--- config.mk ---
export PLATFORM = sky130hd
export DESIGN_NAME = ipsc_ctrl
export DESIGN_NICKNAME = d
export VERILOG_FILES = /design/src/rtl/ipsc_pkg.sv /design/src/rtl/ipsc_zc_timer.sv /design/src/rtl/ipsc_phase_law.sv /design/src/rtl/ipsc_ctrl.sv
export SDC_FILE = /design/constraint.sdc
export NUM_CORES = 1
export LEC_CHECK = 0
export ABC_CLOCK_PERIOD_IN_PS = 22000
export BUFFER_PORTS_ARGS = -buffer_cell sky130_fd_sc_hd__buf_4
export CAP_MARGIN = 10
export CORE_AREA = 2 2 190 192
export CTS_BUF_LIST = sky130_fd_sc_hd__clkbuf_8 sky130_fd_sc_hd__clkbuf_16
export CTS_CLUSTER_SIZE = 24
export DETAILED_ROUTE_END_ITERATION = 16
export DIE_AREA = 0 0 192 194
export GPL_ROUTABILITY_DRIVEN = 1
export HOLD_SLACK_MARGIN = 0.12
export PLACE_DENSITY = 0.83
export SYNTH_ARGS = -nofsm -noshare
export SYNTH_HDL_FRONTEND = slang
export SYNTH_HIERARCHICAL = 1
export SYNTH_SLANG_ARGS = --single-unit
--- constraint.sdc ---
create_clock -name clk -period 22 [get_ports clk]
set_clock_uncertainty 0.2 [all_clocks]
set_input_delay 3.3 -clock clk [delete_from_list [all_inputs] [get_ports clk]]
set_output_delay 3.3 -clock clk [all_outputs]
set_load 0.1 [all_outputs]
--- src/rtl/ipsc_pkg.sv ---
package ipsc_pkg;
    // Fraction bits of the reciprocal slope input.
    localparam int unsigned SLOPE_FRAC = 8;

    typedef enum logic [1:0] {
        CLAMP_NONE = 2'd0,
        CLAMP_LOW  = 2'd1,
        CLAMP_HIGH = 2'd2
    } clamp_e;
endpackage

--- src/rtl/ipsc_zc_timer.sv ---
// Times the primary period and reports the running delay since the
// latest primary zero crossing.
module ipsc_zc_timer #(
    parameter int unsigned CW = 16
) (
    input  logic          clk,
    input  logic          rst_n,
    input  logic          zc_pri,
    output logic [CW-1:0] period_now,
    output logic          period_ok,
    output logic [CW-1:0] shift_raw
);
    localparam logic [CW-1:0] CNT_MAX = {CW{1'b1}};

    typedef struct packed {
        logic [CW-1:0] cnt;
        logic [CW-1:0] period;
        logic          seen;
        logic          ok;
    } tmr_t;

    tmr_t st_d, st_q;

    always_comb begin
        st_d = st_q;
        if (zc_pri) begin
            st_d.cnt = {{(CW-1){1'b0}}, 1'b1};
            if (st_q.seen) begin
                st_d.period = st_q.cnt;
                st_d.ok     = 1'b1;
            end
            st_d.seen = 1'b1;
        end else if (st_q.cnt != CNT_MAX) begin
            st_d.cnt = st_q.cnt + 1'b1;
        end
    end

    always_ff @(posedge clk) begin
        if (!rst_n) begin
            st_q <= '0;
        end else begin
            st_q <= st_d;
        end
    end

    // A measurement finishing this cycle is visible to this cycle's update.
    assign period_now = (zc_pri && st_q.seen) ? st_q.cnt : st_q.period;
    assign period_ok  = st_q.ok | (zc_pri & st_q.seen);
    assign shift_raw  = zc_pri ? '0 : st_q.cnt;
endmodule

--- src/rtl/ipsc_phase_law.sv ---
// Combinational update law: phase error, slope-scaled correction,
// output clamp and saturating integral trim.
module ipsc_phase_law
    import ipsc_pkg::*;
#(
    parameter int unsigned CW  = 16,
    parameter int unsigned IW  = 16,
    parameter int unsigned TW  = 16,
    parameter int unsigned SLW = 16,
    parameter int unsigned KSW = 4
) (
    input  logic [CW-1:0]         period,
    input  logic [CW-1:0]         shift_raw,
    input  logic [IW-1:0]         ipk_pri,
    input  logic [SLW-1:0]        inv_slope,
    input  logic [KSW-1:0]        ki_shift,
    input  logic signed [TW-1:0]  trim,
    input  logic signed [TW-1:0]  trim_lo,
    input  logic signed [TW-1:0]  trim_hi,
    input  logic [IW-1:0]         i_min,
    input  logic [IW-1:0]         i_max,
    output logic [IW-1:0]         out_next,
    output logic signed [TW-1:0]  trim_next,
    output clamp_e                clamp
);
    localparam int unsigned EW   = CW + 2;
    localparam int unsigned PW   = EW + SLW + 1;
    localparam int unsigned SUMW = PW + 2;
    localparam int unsigned TSW  = ((TW > EW) ? TW : EW) + 1;

    logic [CW-1:0]          half;
    logic [CW-1:0]          over;
    logic [CW-1:0]          shift_m;
    logic signed [EW-1:0]   err;
    logic signed [EW-1:0]   neg_err;
    logic signed [PW-1:0]   prod;
    logic signed [PW-1:0]   corr;
    logic signed [SUMW-1:0] sum;
    logic signed [SUMW-1:0] lo_s;
    logic signed [SUMW-1:0] hi_s;
    logic signed [EW-1:0]   inc;
    logic signed [TSW-1:0]  tsum;

    always_comb begin
        half = period >> 1;
        over = shift_raw - period;
        if (shift_raw < period) begin
            shift_m = shift_raw;
        end else if (over < period) begin
            shift_m = over;
        end else begin
            shift_m = period - 1'b1;
        end

        err     = $signed({2'b00, shift_m}) - $signed({2'b00, half});
        neg_err = -err;
        prod    = neg_err * $signed({1'b0, inv_slope});
        corr    = prod >>> SLOPE_FRAC;

        sum  = SUMW'($signed({1'b0, ipk_pri})) + SUMW'(trim) + SUMW'(corr);
        lo_s = SUMW'($signed({1'b0, i_min}));
        hi_s = SUMW'($signed({1'b0, i_max}));

        if (sum < lo_s) begin
            out_next = i_min;
            clamp    = CLAMP_LOW;
        end else if (sum > hi_s) begin
            out_next = i_max;
            clamp    = CLAMP_HIGH;
        end else begin
            out_next = sum[IW-1:0];
            clamp    = CLAMP_NONE;
        end

        inc  = neg_err >>> ki_shift;
        tsum = TSW'(trim) + TSW'(inc);
        if (tsum > TSW'(trim_hi)) begin
            trim_next = trim_hi;
        end else if (tsum < TSW'(trim_lo)) begin
            trim_next = trim_lo;
        end else begin
            trim_next = tsum[TW-1:0];
        end
    end
endmodule

--- src/rtl/ipsc_ctrl.sv ---
// Top: interleaving phase-shift controller for a secondary stage.
module ipsc_ctrl
    import ipsc_pkg::*;
#(
    parameter int unsigned CW  = 16,
    parameter int unsigned IW  = 16,
    parameter int unsigned TW  = 16,
    parameter int unsigned SLW = 16,
    parameter int unsigned KSW = 4
) (
    input  logic                  clk,
    input  logic                  rst_n,
    input  logic                  zc_pri,
    input  logic                  zc_sec,
    input  logic                  sec_enable,
    input  logic [IW-1:0]         ipk_pri,
    input  logic [SLW-1:0]        inv_slope,
    input  logic [KSW-1:0]        ki_shift,
    input  logic signed [TW-1:0]  trim_lo,
    input  logic signed [TW-1:0]  trim_hi,
    input  logic [IW-1:0]         i_min,
    input  logic [IW-1:0]         i_max,
    output logic [IW-1:0]         ipk_sec,
    output logic                  upd_strobe
);
    typedef struct packed {
        logic [IW-1:0]        out;
        logic signed [TW-1:0] trim;
        logic                 strobe;
    } ctl_t;

    ctl_t st_d, st_q;

    logic [CW-1:0]        period_now;
    logic                 period_ok;
    logic [CW-1:0]        shift_raw;
    logic [IW-1:0]        law_out;
    logic signed [TW-1:0] law_trim;
    clamp_e               law_clamp;

    ipsc_zc_timer #(.CW(CW)) u_timer (
        .clk        (clk),
        .rst_n      (rst_n),
        .zc_pri     (zc_pri),
        .period_now (period_now),
        .period_ok  (period_ok),
        .shift_raw  (shift_raw)
    );

    ipsc_phase_law #(
        .CW(CW), .IW(IW), .TW(TW), .SLW(SLW), .KSW(KSW)
    ) u_law (
        .period    (period_now),
        .shift_raw (shift_raw),
        .ipk_pri   (ipk_pri),
        .inv_slope (inv_slope),
        .ki_shift  (ki_shift),
        .trim      (st_q.trim),
        .trim_lo   (trim_lo),
        .trim_hi   (trim_hi),
        .i_min     (i_min),
        .i_max     (i_max),
        .out_next  (law_out),
        .trim_next (law_trim),
        .clamp     (law_clamp)
    );

    always_comb begin
        st_d        = st_q;
        st_d.strobe = 1'b0;
        if (!sec_enable) begin
            st_d.out  = '0;
            st_d.trim = '0;
        end else if (zc_sec && period_ok) begin
            st_d.out    = law_out;
            st_d.strobe = 1'b1;
            if (law_clamp == CLAMP_NONE) begin
                st_d.trim = law_trim;
            end
        end
    end

    always_ff @(posedge clk) begin
        if (!rst_n) begin
            st_q <= '0;
        end else begin
            st_q <= st_d;
        end
    end

    assign ipk_sec    = st_q.out;
    assign upd_strobe = st_q.strobe;
endmodule

# Word level (Yosys, flattened, before mapping)
# Index checks and enable logic that the tools add are counted.
# totals
out_inout_bits	17
mem_count	0
register_bits	67
rom_bits	0
latchBits	0
ramBits	0
# classes
shift	1
n_reduce_logical	8
n_addsub	8
n_bitwise	3
multipliers	1
n_eq_ne	1
n_mux	13
n_div	0
n_lt_le_gt_ge	6
# ops
operator	n
$mux W16	8
$gt A37 B17 Y1	1
$lt A37 B17 Y1	1
$mul A18 B17 Y35	1
$lt A16 B16 Y1	2
$add A18 B27 Y28	1
$add A16 B18 Y19	1
$gt A19 B16 Y1	1
$lt A19 B16 Y1	1
$add A17 B16 Y18	1
$neg A17 Y18	1
$sshr A18 B4 Y18	1
$sub A16 B15 Y17	1
$add A16 B1 Y16 const B	1
$ne A16 B16 Y1 const B	1
$sub A16 B1 Y16 const B	1
$sub A16 B16 Y16	1
$reduce_and A2 Y1	3
$mux W2	2
$mux W1	3
$logic_and A1 B1 Y1	2
$logic_not A2 Y1	1
$reduce_bool A2 Y1	1
$reduce_or A2 Y1	1
other kinds (3)	3

# Longest topological paths before layout
# depth
ltp_word	15
mapped_depth	79

# Cells and area by module
# Netlist, hierarchy kept.
# modules_own_cells
module	seq_area_each_um2	cells_each	n_inst	area_each_um2
ipsc_phase_law	0.0	2416	1	19596.3
ipsc_zc_timer	680.7	170	1	1562.7
ipsc_ctrl	660.6	168	1	1547.7

# Worst setup path after synthesis
# No wires, ideal clock.
# synth_path
path_kind	input to register
startpoint	input port zc_pri
endpoint	register st_q[10] (netlist name)
t_required_ns	21.728
path_slack_ns	2.140
setup_time_ns	0.072
stages	74
n_path_buf	7
arrival_time_ns	19.588
path_cell_list	nand2_1 clkbuf_1 mux2_2 inv_1 ha_1 o21a_1 o31a_1 o41a_1 nor2_1 nor2_1 o21a_1 o21a_1 o21ai_0 a21oi_1 ha_1 nand2_1 nor2_1 o211ai_1 [... 38 more ...] a21oi_1 xnor2_1 ha_1 ha_1 xor2_1 o21ai_0 o21ai_0 a211oi_1 o211ai_1 or4_1 o41ai_1 buf_2 buf_4 nor2_1 and4bb_1 buf_6 buf_8 mux2i_1
# synth_rtl
item	line	rtl
start: declaration	ipsc_ctrl.sv:13	input logic zc_pri,

==> flow_summary_export.csv <==
group,metric,value,unit
placement,gp_congestion,0.9853,
die,die-width,192,um
finish,final_cell_mix,"inv_1, fa_1, ha_1",
synth,ys_seq_elements,67,
clock_network,cts_htree_levels,3,
clock_network,cts_made_buffers,9,
synth,synth_nets,3430,
timing,hold_violations,0,
timing,min_period_over_period,94.76,%
synth,yosys_warnings,6,
clock_network,ctsHoldBuffers,0,
route,detail_route.first_pass.iterations,6,
finish,nets,3476,
synth,synthesis.area,22710,um2
die,io_pins,122,
setup_path,worstPathMaxFanout,29,
timing,drv_slew,0,
grt,grt_use_total,31.80,%
grt,grt_max_degree,55,
setup_path,critPathKind,"in2reg",
worst_hold_path,min-delay-start,"u_timer/st_q[1]$_SDFFE_PN0P_",
placement,io_buffers,121,
route,drc,0,
timing,setup_viol,0,
route,via_per_inst,5.887,
setup_path,r2r-start,"u_timer/st_q[1]$_SDFFE_PN0P_",
clock_network,clock-root-buffer,"clkbuf_16",
clock_network,cts_tree,"built",
finish,fillers,2819,
route,drtIter0Drc,1169,
grt,grt_pass1_vias,20110,
worst_hold_path,hold-path-endpoint,"u_timer/st_q[1]$_SDFFE_PN0P_",
clock_network,cts_sinks,67,
timing,rsz0062_at_grt,"no",
die,rows,69,
finish,area_growth,6.645,%
setup_path,ff2ff_setup_slack,4.01,ns
clock_network,clkTransAtPathRegs,0.06,ns
grt,grt_overflow,0,
clock_network,postCtsSetupBuffers,0,
setup_path,cpMostUsedCell,"nor2_1",
finish,multiInputGateArea,18860,um2
setup_path,end_kind,"flip-flop",
finish,mostFrequentLayoutCell,"inv_1",
route,totalWireLength,57.91,mm
synth,synth_ff_type,"dfxtp_1",
route,postRouteAntennaNets,0,
die,die_area,37250,um2
route,vias,19230,
worst_hold_path,holdPathStages,1,
outcome,status,"finished, final reports clean",
timing,fin_crit,20.85,ns
clock_network,cts_resized,0,
setup_path,r2r-end,"st_q[2]$_SDFFE_PN0P_",
setup_path,r2r_cells,68,
synth,async_flop_share,0,%
placement,place_hpwl,48.46,mm
timing,slew_headroom,35.10,%
synth,synth_edf_count,0,
finish,ff_latch_area,1341,um2
synth,avgSynthCellArea,8.245,um2
synth,synth.distinct_cells,95,
flow_run,cap_violations,0,
setup_path,critPathMaxStageDelay,0.67,ns
setup_path,crit_required,22.05,ns
timing,setup_tns,0,ns
clock_network,clock_path_buffers,2,
timing,worst_pin_slew,0.9702,ns
setup_path,crit_slowest_cell,"nor2_1",
synth,yosysSeqAreaShare,5.907,%
die,die-height,194,um
synth,syn-instance-count,2754,
setup_path,arrival,20.90,ns
route,wl_per_cell,17.73,um
clock_network,clock_latency,0.34,ns
timing,clock.fmax,47.97,MHz
grt,antenna_found_initial,2,
die,start_util,64.46,%
worst_hold_path,min_path_type,"reg2reg",
setup_path,critPathLaunchType,"input pin",
grt,grt_pass1_wl,96.01,mm
finish,drive_gt1_share,9.162,%
die,core,35220,um2
[area by class of cell]
cell class	count	share of cell area, %
Inverter	536	8.308
Clock buffer	10	0.9869
Sequential cell	67	5.539
Antenna cell	1	0.01033
Multi-Input combinational cell	2036	77.89
Tap cell	461	2.382
Timing Repair Buffer	150	4.650
Clock inverter	6	0.2325
[state kept, by name (all words and copies together), names as in the netlist]
signal / cells
st_q: 16
ipk_sec: 16
upd_strobe: 1
u_timer/st_q: 34
[metal layers]
layer | wire length (um) | vias to the layer above | track usage (%)
li1 | - | 9057 | -
met1 | 23460 | 9359 | 39.74
met2 | 28820 | 672 | 56.16
met3 | 3565 | 144 | 4.271
met4 | 2069 | 0 | 10.97
met5 | 0 | - | 0
[Yosys cell counts (14+ instances only)]
cell type	number	share of area, %
a211oi_1	15	0.50
a21bo_2	17	0.75
a21o_1	48	1.6
a21oi_1	118	2.6
and2_1	155	4.3
and3_1	14	0.39
buf_4	18	0.60
clkbuf_1	80	1.3
dfxtp_1	67	5.9
fa_1	311	27
ha_1	260	14
inv_1	533	8.8
mux2_2	30	1.5
mux2i_1	89	3.9
nand2_1	248	4.1
nand2b_1	18	0.50
nand3_1	75	1.7
nand4_1	24	0.66
nor2_1	114	1.9
nor2b_1	39	1.1
nor3_1	28	0.62
o211ai_1	18	0.60
o21a_1	32	1.1
o21ai_0	83	1.8
xnor2_1	73	2.8
xor2_1	32	1.2
[cell families after synthesis]
group,share of synthesized area [%]
AOI/OAI and AO/OA,13.97
DFF,5.907
buffers and inverters,11.25
xor gates and xnor gates,4.193
and+or+nand+nor,17.27
adders and majority gates,41.75
muxes,5.670
[worst max-delay path, delay by kind of cell]
kind | cells | cell delay [ns]
mux | 2 | 0.70
compound gates | 21 | 5.02
fa+ha+maj | 12 | 4.96
xor+xnor | 3 | 0.43
simple gates | 22 | 4.72
buf+inv | 9 | 1.72
[how the worst max path moves through the flow]
stage,endpoint,depth (start not counted),from,slack [ns]
after floorplan,st_q[10]$_SDFFE_PN0P_,74,zc_pri,2.14
after global placement,st_q[16]$_SDFFE_PN0P_,71,zc_pri,1.05
after detailed placement,st_q[2]$_SDFFE_PN0P_,70,zc_pri,0.56
after CTS,st_q[2]$_SDFFE_PN0P_,70,zc_pri,0.83
after global routing,st_q[2]$_SDFFE_PN0P_,70,zc_pri,0.02
final,st_q[2]$_SDFFE_PN0P_,69,zc_pri,1.15
[through the flow]
stage               setup slack, ns  hold WS, ns  area, um2  instances  util [%]
floorplan                     2.140       0.2280      22710       2754         -
global placement              1.049       0.2359      23910       3250     67.87
detailed placement           0.5553       0.2619      23910       3250     67.87
CTS                          0.8290       0.2747      24200       3266     68.71
global route                0.02011       0.2803      24220       3267     68.75
finish                        1.153       0.2764      24220       3267     68.75
Power is not shown: default switching activity piles up to over one toggle a cycle in this logic, so the estimate is an artifact.
